## src/rtl/ledwire_pkg.sv

```systemverilog
package ledwire_pkg;

    localparam int DEF_CELL_LAST = 45;
    localparam int DEF_T0_CMP    = 10;
    localparam int DEF_T1_CMP    = 22;
    localparam int DEF_GAP_CELLS = 21;

    // Pair of compare-derived pulses sharing one rising edge
    typedef struct packed {
        logic short_hi;
        logic long_hi;
    } pulse_pair_t;

    // Offered bit with its frame marker
    typedef struct packed {
        logic data;
        logic first;
    } tx_bit_t;

    function automatic bit timing_ok(input int last, input int t0, input int t1);
        return (t0 > 0) && (t0 < t1) && (t1 <= last);
    endfunction

endpackage

```

## src/rtl/ledwire_cell_timer.sv

```systemverilog
module ledwire_cell_timer
    import ledwire_pkg::*;
#(
    parameter int CELL_LAST = DEF_CELL_LAST,
    parameter int T0_CMP    = DEF_T0_CMP,
    parameter int T1_CMP    = DEF_T1_CMP
) (
    input  logic        clk,
    input  logic        rst,
    output logic        cell_wrap,
    output logic        short_end,
    output pulse_pair_t pulses
);

    localparam int CNT_W = (CELL_LAST < 1) ? 1 : $clog2(CELL_LAST + 1);

    logic [CNT_W-1:0] cnt_q;
    pulse_pair_t      pulse_q;
    logic             long_end;

    assign cell_wrap = (cnt_q == CNT_W'(CELL_LAST));
    assign short_end = (cnt_q == CNT_W'(T0_CMP - 1));
    assign long_end  = (cnt_q == CNT_W'(T1_CMP - 1));
    assign pulses    = pulse_q;

    always_ff @(posedge clk) begin
        if (rst) begin
            cnt_q            <= '0;
            pulse_q.short_hi <= 1'b1;
            pulse_q.long_hi  <= 1'b1;
        end else begin
            if (cell_wrap) begin
                cnt_q            <= '0;
                pulse_q.short_hi <= 1'b1;
                pulse_q.long_hi  <= 1'b1;
            end else begin
                cnt_q <= cnt_q + 1'b1;
                if (short_end) pulse_q.short_hi <= 1'b0;
                if (long_end)  pulse_q.long_hi  <= 1'b0;
            end
        end
    end


    cnt_range_chk: assert property (@(posedge clk) disable iff (rst)
        cnt_q <= CNT_W'(CELL_LAST));


    cell_restart_chk: assert property (@(posedge clk) disable iff (rst)
        cell_wrap |=> (cnt_q == '0) && pulse_q.short_hi && pulse_q.long_hi);


    pulse_nest_chk: assert property (@(posedge clk) disable iff (rst)
        pulse_q.short_hi |-> pulse_q.long_hi);


    long_fall_chk: assert property (@(posedge clk) disable iff (rst)
        $fell(pulse_q.long_hi) |-> (cnt_q == CNT_W'(T1_CMP)));

endmodule

```

## src/rtl/ledwire_gap_guard.sv

```systemverilog
module ledwire_gap_guard
    import ledwire_pkg::*;
#(
    parameter int GAP_CELLS = DEF_GAP_CELLS
) (
    input  logic clk,
    input  logic rst,
    input  logic cell_wrap,
    input  logic cell_active,
    output logic gap_done
);

    localparam int GAP_W = (GAP_CELLS < 1) ? 1 : $clog2(GAP_CELLS + 1);
    localparam logic [GAP_W-1:0] GAP_MAX = GAP_W'(GAP_CELLS);

    logic [GAP_W-1:0] idle_q;
    logic [GAP_W-1:0] idle_done;

    // Whole idle cells completed once the current cell closes
    always_comb begin
        if (cell_active)          idle_done = '0;
        else if (idle_q == GAP_MAX) idle_done = GAP_MAX;
        else                      idle_done = idle_q + 1'b1;
    end

    assign gap_done = (idle_done == GAP_MAX);

    always_ff @(posedge clk) begin
        if (rst)            idle_q <= GAP_MAX;
        else if (cell_wrap) idle_q <= idle_done;
    end


    gap_sat_chk: assert property (@(posedge clk) disable iff (rst)
        idle_q <= GAP_MAX);


    gap_clear_chk: assert property (@(posedge clk) disable iff (rst)
        (cell_wrap && cell_active) |=> (idle_q == '0));

endmodule

```

## src/rtl/ledwire_bit_path.sv

```systemverilog
module ledwire_bit_path
    import ledwire_pkg::*;
(
    input  logic        clk,
    input  logic        rst,
    input  logic        cell_wrap,
    input  logic        short_end,
    input  pulse_pair_t pulses,
    input  logic        take,
    input  tx_bit_t     offered,
    output logic        cell_active,
    output logic        line_out
);

    logic stage_q;
    logic sel_q;
    logic active_q;

    always_ff @(posedge clk) begin
        if (rst) begin
            active_q <= 1'b0;
            stage_q  <= 1'b0;
            sel_q    <= 1'b0;
        end else begin
            if (cell_wrap) begin
                active_q <= take;
                if (take) stage_q <= offered.data;
            end
            // selector loads as the short pulse ends; both pulses are high before
            if (short_end) sel_q <= stage_q;
        end
    end

    assign cell_active = active_q;
    assign line_out    = active_q & (sel_q ? pulses.long_hi : pulses.short_hi);


    rise_needs_take_chk: assert property (@(posedge clk) disable iff (rst)
        $rose(line_out) |-> $past(take && cell_wrap));


    sel_load_chk: assert property (@(posedge clk) disable iff (rst)
        short_end |=> (sel_q == $past(stage_q)));


    idle_low_chk: assert property (@(posedge clk) disable iff (rst)
        !active_q |-> !line_out);

endmodule

```

## src/rtl/ledwire_encoder.sv

```systemverilog
module ledwire_encoder
    import ledwire_pkg::*;
#(
    parameter int CELL_LAST = DEF_CELL_LAST,
    parameter int T0_CMP    = DEF_T0_CMP,
    parameter int T1_CMP    = DEF_T1_CMP,
    parameter int GAP_CELLS = DEF_GAP_CELLS
) (
    input  logic clk,
    input  logic rst,
    input  logic bit_valid,
    input  logic bit_data,
    input  logic bit_first,
    output logic bit_ready,
    output logic wire_out
);

    logic        cell_wrap;
    logic        short_end;
    pulse_pair_t pulses;
    logic        cell_active;
    logic        gap_done;
    logic        take;
    tx_bit_t     offered;

    initial begin
        timing_cfg_chk: assert (timing_ok(CELL_LAST, T0_CMP, T1_CMP) && GAP_CELLS >= 1);
    end

    assign offered.data  = bit_data;
    assign offered.first = bit_first;

    // A first-of-frame bit waits for the latch interval; others go at any boundary
    assign bit_ready = cell_wrap && (!offered.first || gap_done);
    assign take      = bit_valid && bit_ready;

    ledwire_cell_timer #(
        .CELL_LAST (CELL_LAST),
        .T0_CMP    (T0_CMP),
        .T1_CMP    (T1_CMP)
    ) u_timer (
        .clk       (clk),
        .rst       (rst),
        .cell_wrap (cell_wrap),
        .short_end (short_end),
        .pulses    (pulses)
    );

    ledwire_gap_guard #(
        .GAP_CELLS (GAP_CELLS)
    ) u_gap (
        .clk         (clk),
        .rst         (rst),
        .cell_wrap   (cell_wrap),
        .cell_active (cell_active),
        .gap_done    (gap_done)
    );

    ledwire_bit_path u_path (
        .clk         (clk),
        .rst         (rst),
        .cell_wrap   (cell_wrap),
        .short_end   (short_end),
        .pulses      (pulses),
        .take        (take),
        .offered     (offered),
        .cell_active (cell_active),
        .line_out    (wire_out)
    );


    ready_spacing_chk: assert property (@(posedge clk) disable iff (rst)
        bit_ready |=> !bit_ready);


    frame_hold_chk: assert property (@(posedge clk) disable iff (rst)
        (cell_wrap && cell_active && bit_first) |-> !bit_ready);

endmodule

```

## config.mk

```make
export PLATFORM = sky130hd
export DESIGN_NAME = ledwire_encoder
export DESIGN_NICKNAME = d
export VERILOG_FILES = /design/src/rtl/ledwire_pkg.sv /design/src/rtl/ledwire_cell_timer.sv /design/src/rtl/ledwire_gap_guard.sv /design/src/rtl/ledwire_bit_path.sv /design/src/rtl/ledwire_encoder.sv
export SDC_FILE = /design/constraint.sdc
export NUM_CORES = 1
export LEC_CHECK = 0
export ABC_AREA = 1
export BUFFER_PORTS_ARGS = -buffer_cell sky130_fd_sc_hd__buf_2
export CORE_UTILIZATION = 55
export DETAILED_ROUTE_END_ITERATION = 12
export PLACE_DENSITY = 0.74
export SKIP_LAST_GASP = 1
export SLEW_MARGIN = 20
export SYNTH_ARGS = -nofsm -noshare
export SYNTH_HDL_FRONTEND = slang
export SYNTH_SLANG_ARGS = --single-unit
```

## constraint.sdc

```tcl
create_clock -name clk -period 2.6 [get_ports clk]
set_input_delay 0.52 -clock clk [delete_from_list [all_inputs] [get_ports clk]]
set_output_delay 0.52 -clock clk [all_outputs]
set_load 0.01 [all_outputs]
```

== Word-level counts from Yosys, hierarchy flattened ==
Cells that the tools add are included.
Storage, ports and cells
  word-level logic and storage cells: 24
  output and inout port bits: 2
  flip-flop bits (word level): 16
Cells by class
  eq/ne operators: 5
  muxes and demuxes: 3
  reductions and logical operators: 6
  bitwise operators: 1
  $add $sub $neg: 2
Operators with widths (number)
  $eq 5x5->1 const B: 2
  $mux 5: 2
  $add 6x1->6 const B: 1
  $eq 6x4->1 const B: 1
  $eq 6x5->1 const B: 1
  $eq 6x6->1 const B: 1
  $add 5x1->5 const B: 1
  $logic_and 1x1->1: 2
  $reduce_and 2->1: 1
  $reduce_or 2->1: 1
  $and 1x1->1: 1
  $logic_not 1->1: 1
  $logic_or 1x1->1: 1
  $mux 1: 1

== Depth between registers and ports, before layout ==
Gate-level depths: netlist of the first run.
  depth in word-level cells: 8
  mapped depth: 14
  mapped depth without buffers: 14

== Hierarchy ==
A second synthesis of the first run with hierarchy kept.
Second synthesis, totals
  cell total of the unflattened synthesis: 127
  area total of the unflattened synthesis: 864.6 um2
Modules (own cells, without submodules)
  ledwire_cell_timer: sequential area each 160.2 um2, cells each 50, area each 381.6 um2, instances 1
  ledwire_gap_guard: sequential area each 100.1 um2, cells each 50, area each 320.3 um2, instances 1
  ledwire_bit_path: sequential area each 60.1 um2, cells each 21, area each 132.6 um2, instances 1
  ledwire_encoder: sequential area each 0.0 um2, cells each 6, area each 30.0 um2, instances 1

== Least setup slack after synthesis of the first run ==
Ideal clock, no wire load.
  path type: reg-to-output
  start point: register u_gap.idle_q[0]
  end point: output bit_ready
  slack: 0.848 ns
  data arrival time: 1.232 ns
  cell stages (with the launch flop): 8
  cells stage by stage: dfxtp_1 > ha_1 > nand2_1 > o21ai_1 > nand3_1 > nor2_1 > nand2_1 > a21oi_1
Between the ends
  longest elaborated chain between the ends: 6
RTL lines
  start: declaration: line ledwire_gap_guard.sv:16  | logic [GAP_W-1:0] idle_q;
  start signal: assignment: line ledwire_gap_guard.sv:30  | else if (cell_wrap) idle_q <= idle_done;
  $add 5x1->5 / $eq 5x5->1 (equally long branches): line ledwire_gap_guard.sv:23, ledwire_gap_guard.sv:22
  $mux 5 (*): line ledwire_gap_guard.sv:22  | else if (idle_q == GAP_MAX) idle_done = GAP_MAX;
  $mux 5 (*): line ledwire_gap_guard.sv:21  | if (cell_active) idle_done = '0;
  $eq 5x5->1 (*): line ledwire_gap_guard.sv:26  | assign gap_done = (idle_done == GAP_MAX);
  $logic_or 1x1->1 (*): line ledwire_encoder.sv:34  | assign bit_ready = cell_wrap && (!offered.first || gap_done);
  $logic_and 1x1->1 (*): line ledwire_encoder.sv:34
  end: declaration: line ledwire_encoder.sv:14  | output logic bit_ready,
Every way passes the cells marked *; elsewhere a longest branch is shown, timed or not.

== Worst setup path in the final report of the first run ==
Same ends and word-level chain as after synthesis.

==> impl_metrics.env, run 1 <==
export IMPL_met3_length_microns=51
export IMPL_wl_microns=1452
export IMPL_reg2regPathDepth=11
export IMPL_port_buffers=6
export IMPL_area_delta_synth_final_pct=8.920
export IMPL_hold_path_depth=2
export IMPL_hold_path_end="u_path.sel_q"
export IMPL_ir_drop_v=0.0003407
export IMPL_crit_required_ns=2.08
export IMPL_crit_chain="ha_1 -> nand2_1 -> o21ai_1 -> nand3_1 -> nor2_1 -> nand2_1 -> a21oi_1 -> buf_2"
export IMPL_cts_root_buf="clkbuf_4"
export IMPL_finalSetupViolCount=0
export IMPL_cap_violations=0
export IMPL_skew_ns=0.007437
export IMPL_power_leakage_nw=0.4142
export IMPL_hold_slack_ns=0.4630
export IMPL_io_pins=7
export IMPL_max_slew_worst_pin_slew_ns=0.4207
export IMPL_maxUsedRoutingLayer="met4"
export IMPL_antenna_cells=0
export IMPL_routed_via_density=5.149
export IMPL_dpl_instance_area_sq_um=848.3
export IMPL_critPathMaxStageDelay_ns=0.43
export IMPL_fin_crit_sh_pct=85.43
export IMPL_clkPwrFrac_pct=31.3
export IMPL_syn_avg_cell_area_sq_um=7.268
export IMPL_cp_top_family="flip-flops"
export IMPL_cts_setup_buffers=0
export IMPL_synth_seq_cells=16
export IMPL_worst_path_most_repeated_cell="nand2_1"
export IMPL_clock_sinks=16
export IMPL_power_switching_w=0.00008889
export IMPL_yosysWarnings=0
export IMPL_synth_most_common_cell="nand2_1"
export IMPL_synth_top_area_cell="dfxtp_1"
export IMPL_syn_instance_count=110
export IMPL_grt_max_degree=11
export IMPL_sw_frac_of_total_pct=22.22
export IMPL_fin_tns_setup_ns=0
export IMPL_min_period_ns=2.221
export IMPL_fmax_ghz=0.4502
export IMPL_cts_tree="built"
export IMPL_wl_per_cell_microns=10.84
export IMPL_hp_class="reg2reg"
export IMPL_rsz0062_at_grt="no"
export IMPL_wl_met1_microns=720
export IMPL_hold_start="u_path.stage_q"
export IMPL_criticalPathCategory="reg2out"
export IMPL_netlist_cell_type_count=22
export IMPL_fin_area_sq_um=870.8
export IMPL_grt_pass1_wl_microns=2283
export IMPL_dp_slack_ns=0.6865
export IMPL_drive_gt1_share_pct=18.49
export IMPL_first_pass_iters=4
export IMPL_grt_pass1_vias=570
export IMPL_seq_area_frac_synth_pct=40.06
export IMPL_track_usage_pct=21.90
export IMPL_p_per_area_nw_per_um2=459.3
export IMPL_worstSetupEndpointType="output port"
export IMPL_internal_power_w=0.0003111
export IMPL_clk_latency_ns=0.28
export IMPL_synthTopCellsByArea="dfxtp_1, nand2_1, inv_1, nor2_1, ha_1"
export IMPL_final_net_count=130
export IMPL_drc=0
export IMPL_netlist_area_sq_um=799.5
export IMPL_crit_path_top_delay_cell="dfxtp_1"
export IMPL_combPwrFrac_pct=5.3
export IMPL_outcome="finished, final reports clean"
export IMPL_arrival_ns=1.70
export IMPL_sequentialPowerShare_pct=63.3
export IMPL_critPathLaunchType="flop"
export IMPL_hold_viol_final=0
export IMPL_slew_violations=0
export IMPL_post_dp_hpwl_microns=1134
export IMPL_async_reset_ff_share_pct=0
export IMPL_die_x_microns=40.13
export IMPL_clk_pin_slew_ns=0.09
export IMPL_grt_overflow_total=0
export IMPL_cts_inserted_buffers=3
export IMPL_synth_top_area_share_pct=40.06
export IMPL_synth_top_flop_cell="dfxtp_1"
export IMPL_synth_common_cells="nand2_1, dfxtp_1, inv_1, nor2_1, inv_2"
export IMPL_fin_cells=134
export IMPL_worstReg2RegEnd="u_path.stage_q"
export IMPL_r2r_start="u_gap.idle_q[0]"
export IMPL_initial_core_util_pct=59.94
export IMPL_drt_iter0_markers=18
export IMPL_worst_slack_ns=0.3787
export IMPL_dieHeight_microns=40.13
export IMPL_drtAntennaViolNets=0
export IMPL_max_slew_margin_pct=71.69
export IMPL_h_tree_depth=1
export IMPL_cts_hold_buffers_added=0
export IMPL_reg2reg_slack_ns=1.03
export IMPL_core_sq_um=1334
export IMPL_synth_net_count=119
export IMPL_place_congestion=0.6908
export IMPL_crit_fanout=6
export IMPL_num_rows=13
export IMPL_wl_met2_microns=653
export IMPL_synth_edf_count=0
export IMPL_cp_num_buf_inv=1
export IMPL_antenna_found_initial=0
export IMPL_dieArea_sq_um=1610
export IMPL_clock_path_buffers=2
export IMPL_cts_resized=0
export IMPL_vias=690
export IMPL_dpl_cell_count=131
-- cell families (layout without fill, tap and decap cells) --
kind of cell / after synthesis / in the layout / synth area share [%]
buf+inv: 20 / 29 / 9.389
fa+ha+maj: 4 / 4 / 6.260
flops: 16 / 16 / 40.06
compound gates: 14 / 14 / 9.545
simple gates: 54 / 54 / 32.55
xor+xnor: 2 / 2 / 2.191
-- metal layers --
metal	vias up	track usage [%]
met4	0	12.93
met5	-	0
met1	305	27.46
met2	10	32.26
met3	4	7.222
li1	371	-
-- placed cells by master, fill, tap and decap left out --
master    Yosys  routed
a21oi_1       5       5
a22oi_1       2       2
buf_2         0       6
clkbuf_4      0       3
dfxtp_1      16      16
ha_1          4       4
inv_1        14      14
inv_2         6       6
nand2_1      20      20
nand2_2       2       2
nand3_1       5       5
nand3_2       1       1
nand4_1       4       4
nor2_1       14      14
nor2_2        3       3
nor3_1        1       1
nor3_4        1       1
nor3b_1       1       1
nor4_1        2       2
o21ai_0       3       3
o21ai_1       3       3
o22ai_1       1       1
xnor2_1       1       1
xor2_1        1       1
-- layout make-up --
cell class,count,area (sq um)
fill,127,462.9
multi-input combinational,74,404.1
sequential,16,320.3
inverter,20,75.07
timing repair buffer,6,30.03
clock buffer,3,22.52
tap,15,18.77
-- sequential cells by signal (all words and copies together) (netlist names) --
name / cells
u_path.sel_q: 1
u_gap.idle_q: 5
u_path.cell_active: 1
u_timer.cnt_q: 6
u_timer.pulses: 2
u_path.stage_q: 1
-- worst max-delay path by stage --
stage,slack (ns),endpoint,cells after the start,from
6_report,0.38,bit_ready,8,u_gap.idle_q[0]
5_1_grt,0.16,bit_ready,8,u_gap.idle_q[0]
4_1_cts,0.37,bit_ready,8,u_gap.idle_q[0]
3_5_place_dp,0.69,bit_ready,8,u_gap.idle_q[0]
3_3_place_gp,0.73,bit_ready,8,u_gap.idle_q[0]
2_1_floorplan,0.85,bit_ready,7,u_gap.idle_q[0]
-- worst min-delay path: stages (launching register included) --
cell	delay (ns)
dfxtp_1	0.31
inv_1	0.06
a21oi_1	0.06
-- power groups by stage --
stage	combinational, W	sequential [W]	clock (W)
CTS	0.0000216	0.000253	0.000127
global route	0.0000253	0.000254	0.000142
finish	0.0000214	0.000253	0.000125
global placement	0.0000212	0.000259	0
floorplan	0.0000142	0.000258	0
detailed placement	0.0000215	0.000259	0
-- stage by stage --
step / total power, W / util, %
4_1_cts: 0.0004022 / 65.29
3_3_place_gp: 0.0002799 / 63.60
6_report: 0.0004000 / 65.29
5_1_grt: 0.0004213 / 65.29
3_5_place_dp: 0.0002804 / 63.60
2_1_floorplan: 0.0002722 / -
No activity file was read; power rests on OpenSTA's default activity.
==> run 2, diff against run 1 <==
==> constraint.sdc (replaced) <==
create_clock -name clk -period 2.6 [get_ports clk]
set_input_delay 0.39 -clock clk [delete_from_list [all_inputs] [get_ports clk]]
set_output_delay 0.39 -clock clk [all_outputs]
set_load 0.01 [all_outputs]
==> impl_metrics.env, run 2 (synthesis results as in run 1) <==
export IMPL_skew_ns=0.007543
export IMPL_post_dp_hpwl_microns=1134
export IMPL_cp_top_family="flip-flops"
export IMPL_cap_violations=0
export IMPL_dpl_instance_area_sq_um=848.3
export IMPL_clock_sinks=16
export IMPL_fillers=127
export IMPL_cts_hold_buffers_added=0
export IMPL_worstSetupEndpoint="bit_ready"
export IMPL_area_delta_synth_final_pct=8.920
export IMPL_final_net_count=130
export IMPL_fmax_ghz=0.4786
export IMPL_finalSetupViolCount=0
export IMPL_path_depth=8
export IMPL_hold_start="rst"
export IMPL_antenna_found_initial=0
export IMPL_reg2reg_slack_ns=1.03
export IMPL_drt_iter0_markers=17
export IMPL_cts_resized=0
export IMPL_crit_path_top_delay_cell="dfxtp_1"
export IMPL_r2r_start="u_gap.idle_q[0]"
export IMPL_h_tree_depth=1
export IMPL_dpl_cell_count=131
export IMPL_cts_root_buf="clkbuf_4"
export IMPL_grt_pass1_vias=571
export IMPL_grt_overflow_total=0
export IMPL_drtAntennaViolNets=0
export IMPL_clk_pin_slew_ns=0.09
export IMPL_port_buffers=6
export IMPL_layout_commonest_cell="nand2_1"
export IMPL_min_period_ns=2.089
export IMPL_outcome="finished, final reports clean"
export IMPL_die_x_microns=40.13
export IMPL_grt_util_met3_pct=5.556
export IMPL_p_per_area_nw_per_um2=458.3
export IMPL_num_rows=13
export IMPL_core_sq_um=1334
export IMPL_worstSetupEndpointType="output port"
export IMPL_vias=695
export IMPL_fin_area_sq_um=870.8
export IMPL_grt_busiest_layer="met2"
export IMPL_initial_core_util_pct=59.94
export IMPL_crit_chain="ha_1 -> nand2_1 -> o21ai_1 -> nand3_1 -> nor2_1 -> nand2_1 -> a21oi_1 -> buf_2"
export IMPL_final_cell_mix="nand2_1, dfxtp_1, inv_1, nor2_1"
export IMPL_p_total_w=0.0003991
export IMPL_clock_path_buffers=2
export IMPL_first_pass_iters=4
export IMPL_fin_tns_setup_ns=0
export IMPL_max_slew_worst_pin_slew_ns=0.4175
export IMPL_top_register="u_timer.cnt_q"
export IMPL_grt_pass1_wl_microns=2277
export IMPL_dieArea_sq_um=1610
export IMPL_cp_num_buf_inv=1
export IMPL_hold_path_depth=2
export IMPL_cts_inserted_buffers=3
export IMPL_hp_class="in2reg"
export IMPL_drc=0
export IMPL_critPathMaxStageDelay_ns=0.43
export IMPL_hold_viol_final=0
export IMPL_track_usage_pct=21.55
export IMPL_fin_cells=134
export IMPL_worst_path_most_repeated_cell="nand2_1"
export IMPL_worstReg2RegEnd="u_path.stage_q"
export IMPL_cts_tree="built"
export IMPL_grt_use_met2_pct=32.26
export IMPL_crit_fanout=6
export IMPL_io_pins=7
export IMPL_use_met1_pct=27.46
export IMPL_drive_gt1_share_pct=18.49
export IMPL_rsz0062_at_grt="no"
export IMPL_place_congestion=0.6908
export IMPL_max_slew_margin_pct=71.91
export IMPL_reg2regPathDepth=11
export IMPL_critPathLaunchType="flop"
export IMPL_arrival_ns=1.70
export IMPL_clk_latency_ns=0.28
export IMPL_routed_via_density=5.187
export IMPL_criticalPathCategory="reg2out"
export IMPL_fin_crit_sh_pct=80.36
export IMPL_cts_setup_buffers=0
export IMPL_ir_drop_v=0.0003404
export IMPL_dieHeight_microns=40.13
export IMPL_wl_per_cell_microns=10.77
export IMPL_antenna_cells=0
export IMPL_utilization_pct=65.29
export IMPL_crit_required_ns=2.21
export IMPL_slew_violations=0
export IMPL_grt_max_degree=11
export IMPL_cp_startpoint="u_gap.idle_q[0]"
export IMPL_wl_microns=1443
export IMPL_power_leakage_nw=0.4142
export IMPL_largest_reg_flops=6
## run 2: cell counts in the layout (fill, tap and decap cells not counted)
Identical to the previous run, type by type.
## run 2: per-layer routing
| metal | wire length [microns] | share of wire, % |
|---|---|---|
| met5 | 0 | 0 |
| met4 | 28 | 1.9 |
| met3 | 60 | 4.2 |
| met2 | 645 | 45 |
| met1 | 709 | 49 |
## run 2: worst min-delay path by stage
stage                         end  slack, ns
5_1_grt        u_path.cell_active       0.37
2_1_floorplan        u_path.sel_q       0.43
4_1_cts        u_path.cell_active       0.36
6_report       u_path.cell_active       0.36
3_3_place_gp         u_path.sel_q       0.44
3_5_place_dp         u_path.sel_q       0.45
## run 2: cell type report
type / instances / area (sq um) / area share (%)
Clock buffer: 3 / 22.52 / 2.586
Inverter: 20 / 75.07 / 8.621
Multi-Input combinational cell: 74 / 404.1 / 46.41
Sequential cell: 16 / 320.3 / 36.78
Tap cell: 15 / 18.77 / 2.155
Timing Repair Buffer: 6 / 30.03 / 3.448
## run 2: through the flow
step | hold WS (ns) | setup slack [ns]
after floorplan | 0.4291 | 0.9776
after global placement | 0.4425 | 0.8564
after detailed placement | 0.4540 | 0.8165
after CTS | 0.3570 | 0.4963
after global routing | 0.3663 | 0.2991
final | 0.3582 | 0.5105
## run 2: power breakdown
group | internal, W | total [W] | switching [W]
logic | 0.00000843 | 0.0000214 | 0.0000129
registers | 0.000249 | 0.000253 | 0.00000429
clock network | 0.0000537 | 0.000125 | 0.0000708
total | 0.000311 | 0.000399 | 0.0000880
